==> src/rtl/grpint_pkg.sv <==
package grpint_pkg;
  localparam int SRCS  = 4;
  localparam int LVL_W = 3;

  typedef logic [SRCS-1:0]  src_t;
  typedef logic [LVL_W-1:0] lvl_t;

  localparam lvl_t LVL_NONE = 3'd7;

  // Byte-0 write merge for a maskable group: upper nibble qualifies, lower nibble acts
  function automatic src_t merge_req(src_t cur, logic [7:0] wd);
    src_t up;
    src_t lo;
    up = wd[7:4];
    lo = wd[3:0];
    return (up & lo) | (up & cur) | (~up & ~lo & cur);
  endfunction

  // Group index selected by a byte offset in the control window
  function automatic int unsigned addr_group(int unsigned off, int unsigned ngrp);
    return (off >> 2) % ngrp;
  endfunction

  function automatic logic [7:0] ctl_byte0(src_t req, src_t en, logic nmi);
    return nmi ? {4'b0000, req} : {req, req & en};
  endfunction

  function automatic logic [7:0] ctl_byte1(lvl_t lvl, src_t en, logic nmi);
    return nmi ? 8'h00 : {1'b0, lvl, en};
  endfunction
endpackage

==> src/rtl/grpint_group.sv <==
module grpint_group
  import grpint_pkg::*;
#(
  parameter bit IS_NMI = 1'b0
) (
  input  logic       clk,
  input  logic       rst_n,
  input  src_t       set_i,
  input  logic       wr_b0,
  input  logic       wr_b1,
  input  logic [7:0] wdata,
  output src_t       req_o,
  output src_t       en_o,
  output lvl_t       lvl_o
);
  src_t req_next;

  // Write first, then OR in this cycle's set strobes
  always_comb begin
    if (!wr_b0)      req_next = req_o;
    else if (IS_NMI) req_next = req_o & ~wdata[3:0];
    else             req_next = merge_req(req_o, wdata);
    req_next = req_next | set_i;
  end

  always_ff @(posedge clk) begin
    if (!rst_n) begin
      req_o <= '0;
      en_o  <= '1;
      lvl_o <= '0;
    end else begin
      req_o <= req_next;
      if (wr_b1 && !IS_NMI) begin
        lvl_o <= wdata[6:4];
        en_o  <= wdata[3:0];
      end
    end
  end
endmodule

==> src/rtl/grpint_arbiter.sv <==
module grpint_arbiter
  import grpint_pkg::*;
#(
  parameter int N     = 25,
  parameter int FIRST = 2,
  parameter int GW    = $clog2(N)
) (
  input  src_t [N-1:0] req_i,
  input  src_t [N-1:0] en_i,
  input  lvl_t [N-1:0] lvl_i,
  output logic [N-1:0] cand_o,
  output logic [GW-1:0] win_o,
  output lvl_t         lvl_o
);
  for (genvar g = 0; g < N; g++) begin : g_cand
    assign cand_o[g] = |(req_i[g] & en_i[g]);
  end

  logic [GW-1:0] best_g;
  lvl_t          best_l;

  // Strictly-lower comparison in ascending order: ties stay with the lower index
  always_comb begin
    best_g = '0;
    best_l = LVL_NONE;
    for (int g = FIRST; g < N; g++) begin
      if (cand_o[g] && (lvl_i[g] < best_l)) begin
        best_g = GW'(g);
        best_l = lvl_i[g];
      end
    end
  end

  assign win_o = best_g;
  assign lvl_o = best_l;
endmodule

==> src/rtl/grpint_regif.sv <==
module grpint_regif
  import grpint_pkg::*;
#(
  parameter int N     = 25,
  parameter int N_NMI = 2,
  parameter int AW    = 8,
  parameter int GW    = $clog2(N)
) (
  input  logic          reg_en,
  input  logic          reg_we,
  input  logic          reg_win,
  input  logic [AW-1:0] reg_addr,
  input  src_t [N-1:0]  req_i,
  input  src_t [N-1:0]  en_i,
  input  lvl_t [N-1:0]  lvl_i,
  input  logic [GW-1:0] acc_i,
  output logic [N-1:0]  wr_b0,
  output logic [N-1:0]  wr_b1,
  output logic [7:0]    rdata
);
  logic [GW-1:0] sel_g;
  logic [1:0]    sel_b;
  logic          sel_nmi;

  assign sel_g   = GW'(addr_group(32'(reg_addr), N));
  assign sel_b   = reg_addr[1:0];
  assign sel_nmi = (32'(sel_g) < N_NMI);

  always_comb begin
    wr_b0 = '0;
    wr_b1 = '0;
    if (reg_en && reg_we && !reg_win) begin
      if (sel_b == 2'd0)      wr_b0[sel_g] = 1'b1;
      else if (sel_b == 2'd1) wr_b1[sel_g] = 1'b1;
    end
  end

  always_comb begin
    rdata = 8'h00;
    if (reg_en && !reg_we) begin
      if (reg_win) begin
        if ((reg_addr == '0) && (|(req_i[acc_i] & en_i[acc_i])))
          rdata = 8'({acc_i, 2'b00});
      end else begin
        case (sel_b)
          2'd0:    rdata = ctl_byte0(req_i[sel_g], en_i[sel_g], sel_nmi);
          2'd1:    rdata = ctl_byte1(lvl_i[sel_g], en_i[sel_g], sel_nmi);
          default: rdata = 8'h00;
        endcase
      end
    end
  end
endmodule

==> src/rtl/grpint_ctrl.sv <==
module grpint_ctrl
  import grpint_pkg::*;
#(
  parameter int N_GROUPS = 25,
  parameter int N_NMI    = 2,
  parameter int AW       = 8
) (
  input  logic                     clk,
  input  logic                     rst_n,
  input  logic [N_GROUPS*SRCS-1:0] src_set,
  input  logic                     ack_valid,
  input  logic [LVL_W-1:0]         ack_level,
  input  logic                     reg_en,
  input  logic                     reg_we,
  input  logic                     reg_win,
  input  logic [AW-1:0]            reg_addr,
  input  logic [7:0]               reg_wdata,
  output logic [7:0]               reg_rdata,
  output logic [LVL_W-1:0]         irq_level,
  output logic                     nmi_pulse,
  output logic                     ack_error
);
  localparam int GW = $clog2(N_GROUPS);

  src_t [N_GROUPS-1:0] set_v;
  src_t [N_GROUPS-1:0] req;
  src_t [N_GROUPS-1:0] en;
  lvl_t [N_GROUPS-1:0] lvl;
  logic [N_GROUPS-1:0] wr_b0;
  logic [N_GROUPS-1:0] wr_b1;
  logic [N_GROUPS-1:0] cand;
  logic [GW-1:0]       win_grp;
  lvl_t                win_lvl;
  logic [GW-1:0]       acc_grp;

  // Named events for the checker
  logic nmi_evt;
  logic mask_cand_any;
  logic win_is_cand;

  assign set_v = src_set;

  for (genvar g = 0; g < N_GROUPS; g++) begin : g_grp
    grpint_group #(.IS_NMI(g < N_NMI)) u_grp (
      .clk   (clk),
      .rst_n (rst_n),
      .set_i (set_v[g]),
      .wr_b0 (wr_b0[g]),
      .wr_b1 (wr_b1[g]),
      .wdata (reg_wdata),
      .req_o (req[g]),
      .en_o  (en[g]),
      .lvl_o (lvl[g])
    );
  end

  grpint_arbiter #(.N(N_GROUPS), .FIRST(N_NMI), .GW(GW)) u_arb (
    .req_i  (req),
    .en_i   (en),
    .lvl_i  (lvl),
    .cand_o (cand),
    .win_o  (win_grp),
    .lvl_o  (win_lvl)
  );

  grpint_regif #(.N(N_GROUPS), .N_NMI(N_NMI), .AW(AW), .GW(GW)) u_reg (
    .reg_en   (reg_en),
    .reg_we   (reg_we),
    .reg_win  (reg_win),
    .reg_addr (reg_addr),
    .req_i    (req),
    .en_i     (en),
    .lvl_i    (lvl),
    .acc_i    (acc_grp),
    .wr_b0    (wr_b0),
    .wr_b1    (wr_b1),
    .rdata    (reg_rdata)
  );

  always_comb begin
    nmi_evt = 1'b0;
    for (int g = 0; g < N_NMI; g++) begin
      if ((|set_v[g]) && (|((req[g] | set_v[g]) & en[g]))) nmi_evt = 1'b1;
    end
  end

  assign mask_cand_any = |cand[N_GROUPS-1:N_NMI];
  assign win_is_cand   = cand[win_grp];
  assign irq_level     = win_lvl;

  always_ff @(posedge clk) begin
    if (!rst_n) begin
      acc_grp   <= '0;
      nmi_pulse <= 1'b0;
      ack_error <= 1'b0;
    end else begin
      nmi_pulse <= nmi_evt;
      ack_error <= ack_valid && (ack_level != win_lvl);
      if (ack_valid) acc_grp <= win_grp;
    end
  end
endmodule

==> config.mk <==
export PLATFORM = sky130hd
export DESIGN_NAME = grpint_ctrl
export DESIGN_NICKNAME = d
export VERILOG_FILES = /design/src/rtl/grpint_pkg.sv /design/src/rtl/grpint_group.sv /design/src/rtl/grpint_arbiter.sv /design/src/rtl/grpint_regif.sv /design/src/rtl/grpint_ctrl.sv
export SDC_FILE = /design/constraint.sdc
export NUM_CORES = 1
export LEC_CHECK = 0
export BUFFER_PORTS_ARGS = -buffer_cell sky130_fd_sc_hd__buf_2
export CAP_MARGIN = 20
export CORE_ASPECT_RATIO = 0.6
export CORE_MARGIN = 4
export CORE_UTILIZATION = 42
export CTS_CLUSTER_DIAMETER = 100
export DETAILED_ROUTE_END_ITERATION = 16
export PLACE_DENSITY = 0.69
export SKIP_CTS_REPAIR_TIMING = 1
export SYNTH_ARGS = -nofsm -noshare
export SYNTH_HDL_FRONTEND = slang
export SYNTH_SLANG_ARGS = --single-unit
==> constraint.sdc <==
create_clock -name clk -period 23.5 [get_ports clk]
set_input_delay 2.35 -clock clk [delete_from_list [all_inputs] [get_ports clk]]
set_output_delay 2.35 -clock clk [all_outputs]
set_load 0.01 [all_outputs]
### After elaboration in Yosys (flattened, before gate mapping)

Cells that the tools add are included.
W data, S select, Z words.

* logic and storage cells: 413
* input bits: 125
* flip-flop bits (word level): 268

* reduce and logical (&&, ||, !) cells: 63
* bitwise logic cells: 150
* $lt $le $gt $ge: 27
* div/mod/pow operators: 1
* eq/ne operators: 2
* mux-type cells: 96

Operators by type and width (number)
* $and A4 B4 Y4: 75
* $or A4 B4 Y4: 73
* $mux W4: 37
* $mux W25: 5
* $reduce_or A4 Y1: 28
* $mux W3: 28
* $bmux W4 S5: 4
* $lt A3 B3 Y1: 22
* $mux W5: 9
* $mod A6 B5 Y32 const B: 1
* $logic_and A1 B1 Y1: 31
* $mux W8: 3
* $pmux W8 S2: 1
* $bmux W3 S5: 1
* $mux W7: 2
* $lt A5 B6 Y1 const B: 2
* $logic_not A8 Y1: 1
* $not A4 Y4: 2
* $demux W1 S5: 1
* $ge A5 B1 Y1 const B: 1
* $lt A5 B2 Y1 const B: 1
* $mux W2: 2
* $lt A3 B3 Y1 const B: 1
* $mux W1: 3
* 4 further kinds: 5

### Longest topological paths before layout

Gate-level depths: netlist (run 1).

* depth after elaboration: 72
* depth in mapped cells: 41

### Hierarchy

Synthesis (run 1) repeated with hierarchy kept, for this count alone.

* cell total of the unflattened synthesis: 2381
* area total of the unflattened synthesis: 19316.0 um2

Modules (own cells, without submodules)
* grpint_group (g_grp[10].u_grp ...): area each 437.9 um2, cells each 40, instances 23, sequential area each 220.2 um2
* grpint_regif: area each 4335.4 um2, cells each 722, instances 1, sequential area each 0.0 um2
* grpint_arbiter: area each 4165.2 um2, cells each 653, instances 1, sequential area each 0.0 um2
* grpint_group (g_grp[0].u_grp ...): area each 200.2 um2, cells each 25, instances 2, sequential area each 80.1 um2
* grpint_ctrl: area each 342.8 um2, cells each 36, instances 1, sequential area each 140.1 um2

### Worst setup path before layout (run 1)

Ideal clock, no wire load.

* path type: flip-flop to output port
* from: reg g_grp[2].u_grp.en_o[0]
* to: out irq_level[1]
* required time: 21.150 ns
* cell stages (with the launch flop): 40
* arrival time: 8.863 ns
* path buffers: 1
* path slack: 12.287 ns
* cells stage by stage: dfxtp_1 a22oi_1 and2_1 buf_6 a211o_1 a221o_1 a21o_1 a31oi_1 a211oi_1 a2111o_1 or4_4 a21oi_2 or3_4 a221oi_2 or3_4 o221a_1 o21a_2 o21ai_4 (+4 left out) o31ai_2 o211ai_2 a221oi_2 o41a_1 o21ai_1 a21oi_1 o211ai_1 a211o_1 a311oi_1 nor3_1 or3_1 a311oi_2 inv_1 ha_1 and2_1 o2111ai_1 nand2_1 mux2_2

* word-level cells in the longest chain between the ends: 70

RTL lines
* from (decl): RTL line grpint_group.sv:13 `output src_t en_o,`
* from (signal assigned): RTL line grpint_group.sv:35 `en_o <= wdata[3:0];`
* $and A4 B4 Y4 *: RTL line grpint_arbiter.sv:16 `assign cand_o[g] = |(req_i[g] & en_i[g]);`
* $reduce_or A4 Y1 *: RTL line grpint_arbiter.sv:16
* $logic_and A1 B1 Y1 *: RTL line grpint_arbiter.sv:27 `if (cand_o[g] && (lvl_i[g] < best_l)) begin`
* $mux W3 *: RTL line grpint_arbiter.sv:27
* $lt A3 B3 Y1: RTL line grpint_arbiter.sv:27
* $logic_and A1 B1 Y1: RTL line grpint_arbiter.sv:27
* $mux W3 *: RTL line grpint_arbiter.sv:27
* $lt A3 B3 Y1: RTL line grpint_arbiter.sv:27
* (+54 left out)
* $logic_and A1 B1 Y1: RTL line grpint_arbiter.sv:27
* $mux W3 *: RTL line grpint_arbiter.sv:27
* $lt A3 B3 Y1: RTL line grpint_arbiter.sv:27
* $logic_and A1 B1 Y1: RTL line grpint_arbiter.sv:27
* $mux W3 *: RTL line grpint_arbiter.sv:27
* $lt A3 B3 Y1: RTL line grpint_arbiter.sv:27
* $logic_and A1 B1 Y1: RTL line grpint_arbiter.sv:27
* $mux W3 *: RTL line grpint_arbiter.sv:27
* to (decl): RTL line grpint_ctrl.sv:19 `output logic [LVL_W-1:0] irq_level,`

Mark *: on every way between the ends. The rest lies on a longest branch, timed or not.

### Final worst setup path (run 1)

Same ends and word-level chain as after synthesis.

==> flow_summary.json, run 1 <==
{
  "finalClockSkew_ps": 19.9,
  "synth_mux_area_frac": 0.154,
  "placed_area_sq_um": 18900,
  "grt_overflow_total": 0,
  "die_area_sq_um": 45500,
  "grt_pass1_vias": 17400,
  "period_minus_slack_ps": 13680,
  "synthAdderAreaFrac": 0.00722,
  "vias": 18700,
  "grt_max_degree": 114,
  "track_usage": 0.304,
  "cp-startpoint": "g_grp[2].u_grp.en_o[0]",
  "synth-seq-area-share": 0.304,
  "arrival_ps": 11330,
  "path_class": "register to output pin",
  "tightest_slew_ps": 1150,
  "synth_edf_count": 0,
  "yosysUniqueCellTypes": 97,
  "slowest_stage": "a2111oi_1",
  "initial_utilization": 0.431,
  "layout.nets": 2460,
  "syn-num-nets": 2379,
  "fin_ws_ps": 9820,
  "place_hpwl_um": 52300,
  "core_area_sq_um": 41000,
  "synth_area_sq_um": 17700,
  "synth_cells": 2247,
  "portBuffers": 137,
  "slowest_delay_ps": 600,
  "synth_top_family_by_area": "simple AND/OR/NAND/NOR gates",
  "drive_above_1_share": 0.182,
  "clock-sinks": 268,
  "endpoint_kind": "output pin",
  "power-per-cell-area_nw_per_um2": 60.1,
  "die_w_um": 273,
  "rsz0062_at_grt": "no",
  "drc": 0,
  "root_buffer": "clkbuf_16",
  "met1_usage": 0.451,
  "synth_compound_area_frac": 0.237,
  "clock_latency_ps": 580,
  "rows": 57,
  "final_area_sq_um": 19800,
  "slew_headroom": 0.234,
  "diodes": 0,
  "syn_to_final_growth_pct": 12.3,
  "post_drt_via_cell_ratio": 6.43,
  "async_flop_share": 0,
  "dpl_worst_slack_ps": 10700,
  "h-tree-depth": 1,
  "gp_congestion": 1.04,
  "synth-simple-area-share": 0.262,
  "avgSynthCellArea_sq_um": 7.87,
  "setup_viol_count_final": 0,
  "antenna_found_initial": 1,
  "cp_data_required_time_ps": 21150,
  "cts_max_path_buffers": 3,
  "critPathMaxFanout": 10,
  "io_pins": 138,
  "min_period_over_period": 0.582,
  "start_kind": "register",
  "vdd_drop_max_mv": 0.0406,
  "drt_first_pass_iters": 5,
  "drtIter0Drc": 2136,
  "synthXorXnorAreaFrac": 0.00496,
  "routed_wl_um": 71500,
  "use_met2": 0.436,
  "status": "finished clean",
  "grt_pass1_wl_um": 108000,
  "p_leak_nw": 7.50,
  "ys_seq_elements": 268,
  "reg2reg_from": "g_grp[2].u_grp.en_o[0]",
  "maxCapViolCount": 0,
  "tritoncts": "built",
  "wire_per_inst_um": 24.6,
  "max_freq_ghz": 0.0731,
  "cts_buffers": 27,
  "total_power_mw": 1.19,
  "path_clk_slew_ps": 70,
  "hp-class": "register to register",
  "hold_viol_final": 0,
  "ant_nets": 0,
  "finalMaxSlewViolations": 0,
  "grtUsageMet3": 0.0811,
  "tns_ps": 0,
  "worstHoldStart": "g_grp[5].u_grp.en_o[1]",
  "ys.flop_type": "dfxtp_1",
  "top_usage_layer": "met1",
  "die_y_um": 167,
  "yosysWarnings": 0
}
-- kinds of logic (layout without fill, tap and decap cells) --
kind of cell	after synthesis	after routing
DFF	268	268
buffers and inverters	146	245
xor gates and xnor gates	10	10
AOI/OAI and AO/OA	578	578
muxes	178	178
and+or+nand+nor	1056	1056
adders and majority gates	11	11
-- synth_stat cells (all sizes together), types with 12 or more instances --
cell type  count  area [sq um]
o21a         104           782
clkbuf        95           357
nor2         186           703
nor3          50           260
nand2b        20           125
mux2i         15           150
a21oi        100           512
a221oi        24           223
o211ai        12          95.1
nand3        107           536
inv           29           109
nor2b         31           194
nand2        562          2110
buf           22          91.3
mux2          98          1100
a31oi         18           125
a22o          21           184
o21ai         66           345
and2          12          75.1
nor4          15          93.8
a21boi        74           559
a211oi        20           150
or2           17           106
dfxtp        268          5370
or3           17           116
o22ai         17           106
a21o          15           113
mux4          65          1460
-- layout by cell type (no fill, tap or decap), types with 10 or more instances in the layout --
master     synthesis  layout
a22o_1            21      21
a211oi_1          20      20
mux4_2            65      65
nor3_1            48      48
and2_1            12      12
nor2_1           184     184
a221oi_1          22      22
a22oi_1           10      10
clkbuf_16          0      27
o21ai_0           60      60
o21a_1           103     103
a21boi_0          69      69
o22ai_1           17      17
buf_4              0      31
inv_1             29      29
a21oi_1           97      97
buf_2              1     136
mux2_2            98      98
o21bai_1          11      11
nand2_1          561     561
or2_2             15      15
nand4_1           10      10
o211ai_1          11      11
or3_1             15      15
nand3_1          107     107
nand2b_1          20      20
nor2b_1           31      31
a31oi_1           16      16
dfxtp_1          268     268
mux2i_1           15      14
a21o_1            15      15
nor4_1            15      15
-- state kept, by name, summed over array words and instances (netlist names) --
register,cells
acc_grp,5
ack_error,1
g_grp.u_grp.en_o,92
g_grp.u_grp.lvl_o,69
g_grp.u_grp.req_o,100
nmi_pulse,1
-- final timing paths --
kind	endpoint	slack (ps)	depth (start not counted)
max	irq_level[1]	9820	39
min	g_grp[5].u_grp.en_o[1]	500	2
min reg2reg	g_grp[5].u_grp.en_o[1]	500	2
max reg2reg	ack_error	12580	40
-- power by group --
group	switching [mW]	total, mW	internal, mW
Combinational	0.145	0.234	0.0881
Sequential	0.0162	0.484	0.468
Clock	0.199	0.476	0.277
Total	0.361	1.19	0.833
-- stage by stage --
| step | instances | utilization | hold WS [ps] |
|---|---|---|---|
| final | 2906 | 0.484 | 495 |
| after global routing | 2906 | 0.484 | 512 |
| after CTS | 2905 | 0.484 | 492 |
| after detailed placement | 2858 | 0.460 | 481 |
| after global placement | 2858 | 0.460 | 474 |
| after floorplan | 2247 | - | 457 |
-- metal layers --
| layer | wire length, um | share of wire |
|---|---|---|
| met2 | 29200 | 0.41 |
| met1 | 31800 | 0.44 |
| met3 | 8610 | 0.12 |
| met4 | 1950 | 0.027 |
| met5 | 0 | 0 |
-- critical path, delay by kind of cell, from the launching register on --
kind | cells | cell delay [ps]
muxes | 1 | 360
buffers and inverters | 2 | 230
and+or+nand+nor | 13 | 3320
adders and majority gates | 1 | 290
AOI/OAI and AO/OA | 22 | 6190
DFF | 1 | 350
-- final cells by class --
| type | instances | area, sq um |
|---|---|---|
| clock buffer | 37 | 783 |
| clock inverter | 10 | 164 |
| fill | 3966 | 21200 |
| sequential | 268 | 5370 |
| tap | 560 | 701 |
| multi-input combinational | 1833 | 11800 |
| inverter | 29 | 109 |
| timing repair buffer | 169 | 945 |
No activity file was read; power rests on OpenSTA's default activity.
==> run 2: changes to the inputs <==
clock period = 13.9 ns   (was 23.5 ns; I/O delays follow)
==> run 2 against run 1 <==
Net effect:
- clock power is 71% higher
- non-clock buffer count is 5 lower
- die area stayed put
- first-iteration DRC count is 10% higher
- utilization is 0.095 points lower
- cell area is 0.20% lower
- hold slack worse by 2.0 ps
- wire length is 0.63% lower
- clock-buffer cell count is 1 lower
- register-to-register slack worse by 9900 ps
- critical path type unchanged
==> flow_summary.json, run 2 (synthesis gave the netlist of run 1 again) <==
{
  "layout_commonest_cell": "nand2_1",
  "p_leak_nw": 7.47,
  "vias": 18500,
  "layout.nets": 2455,
  "path_clk_slew_ps": 70,
  "cp_data_required_time_ps": 12510,
  "fin_util": 0.483,
  "cts_max_path_buffers": 3,
  "power-per-cell-area_nw_per_um2": 102,
  "top_regs": "g_grp.u_grp.req_o x100, g_grp.u_grp.en_o x92, g_grp.u_grp.lvl_o x69",
  "post_drt_via_cell_ratio": 6.38,
  "reg2reg_to": "ack_error",
  "vdd_drop_max_mv": 0.0805,
  "initial_utilization": 0.431,
  "maxCapViolCount": 0,
  "period_minus_slack_ps": 12940,
  "crit_buf_inv": 3,
  "grt_pass1_wl_um": 108000,
  "syn_to_final_growth_pct": 12.1,
  "rrSetupSlack_ps": 2730,
  "h-tree-depth": 1,
  "reg2reg_from": "g_grp[2].u_grp.en_o[0]",
  "total_power_mw": 2.02,
  "drive_above_1_share": 0.181,
  "hold_path_depth": 2,
  "io_pins": 138,
  "rows": 57,
  "slew_headroom": 0.123,
  "worstHoldStart": "g_grp[14].u_grp.en_o[0]",
  "die_area_sq_um": 45500,
  "grt_max_degree": 101,
  "grt_pass1_vias": 17400,
  "routed_wl_um": 71100,
  "finalClockSkew_ps": 17.5,
  "min_period_over_period": 0.931,
  "track_usage": 0.301,
  "start_kind": "register",
  "wire_per_inst_um": 24.5,
  "die_y_um": 167,
  "path_class": "register to output pin",
  "r2r_cells": 40,
  "diodes": 0,
  "root_buffer": "clkbuf_16",
  "setup_viol_count_final": 0,
  "endpoint_kind": "output pin",
  "tightest_slew_ps": 1320,
  "grt_overflow_total": 0,
  "tritoncts": "built",
  "slowest_delay_ps": 560,
  "antenna_found_initial": 0,
  "regMostFlops": "g_grp.u_grp.req_o",
  "tns_ps": 0,
  "status": "finished clean",
  "drt_first_pass_iters": 6,
  "gp_congestion": 0.991,
  "place_hpwl_um": 51900,
  "cpLargestDelayFamily": "compound AO/OA/AOI/OAI gates",
  "arrival_ps": 11550,
  "drc": 0,
  "cts_buffers": 27,
  "slowest_stage": "a2111oi_1",
  "ant_nets": 0,
  "holdPathEnd": "g_grp[14].u_grp.en_o[0]",
  "max_freq_ghz": 0.0773,
  "clock-sinks": 268,
  "die_w_um": 273,
  "hp-class": "register to register",
  "rsz0062_at_grt": "no",
  "hold_viol_final": 0,
  "critPathMaxFanout": 5,
  "drtIter0Drc": 2351,
  "portBuffers": 137,
  "most-common-layout-cells": "nand2_1 (561), dfxtp_1 (268), nor2_1 (184)",
  "clock_latency_ps": 570,
  "largest_reg_flops": 100,
  "core_area_sq_um": 41000,
  "finalMaxSlewViolations": 0
}
==> run 2: how the worst max path moves through the flow <==
stage / startpoint / to / slack (ps) / cells past startpoint
2_1_floorplan: g_grp[2].u_grp.en_o[0] / irq_level[1] / 3650 / 39
3_3_place_gp: g_grp[2].u_grp.en_o[0] / irq_level[1] / 2360 / 39
3_5_place_dp: g_grp[2].u_grp.en_o[0] / irq_level[1] / 1910 / 39
4_1_cts: g_grp[2].u_grp.en_o[0] / irq_level[1] / 1290 / 39
5_1_grt: g_grp[2].u_grp.en_o[0] / irq_level[1] / 140 / 39
6_report: g_grp[2].u_grp.en_o[0] / irq_level[1] / 960 / 39
==> run 2: layer usage <==
layer  wire length [um]  GRT usage
met1              31500      0.448
met2              28900      0.434
met3               8630     0.0782
met4               2090     0.0726
met5                  0          0
==> run 2: final cells by class <==
cell class / instances / area [sq um]
inverter: 29 / 109
tap: 560 / 701
multi-input combinational: 1833 / 11800
clock buffer: 36 / 759
timing repair buffer: 164 / 895
fill: 4016 / 21200
sequential: 268 / 5370
clock inverter: 12 / 199
==> run 2: stage by stage <==
step                std cells  setup WS [ps]  hold slack (ps)  cell area (sq um)
finish                   2902            958              493              19800
global placement         2854           2360              472              18900
floorplan                2247           3650              457              17700
CTS                      2902           1290              492              19800
detailed placement       2854           1910              481              18900
global route             2902            139              506              19800
==> run 2: worst reg2reg max path, delay by kind of cell, from the launching register on <==
kind,cells,cell delay (ps)
adder cells (fa/ha/maj),1,290
buffers and inverters,2,200
AO/OA/AOI/OAI,24,6920
XOR/XNOR,1,130
flip-flops,1,350
AND/OR/NAND/NOR,11,2800
multiplexers,1,370
==> run 2: power breakdown <==
part / switching [mW] / total, mW / internal, mW
registers: 0.0278 / 0.819 / 0.791
logic: 0.243 / 0.390 / 0.147
clock network: 0.338 / 0.815 / 0.477
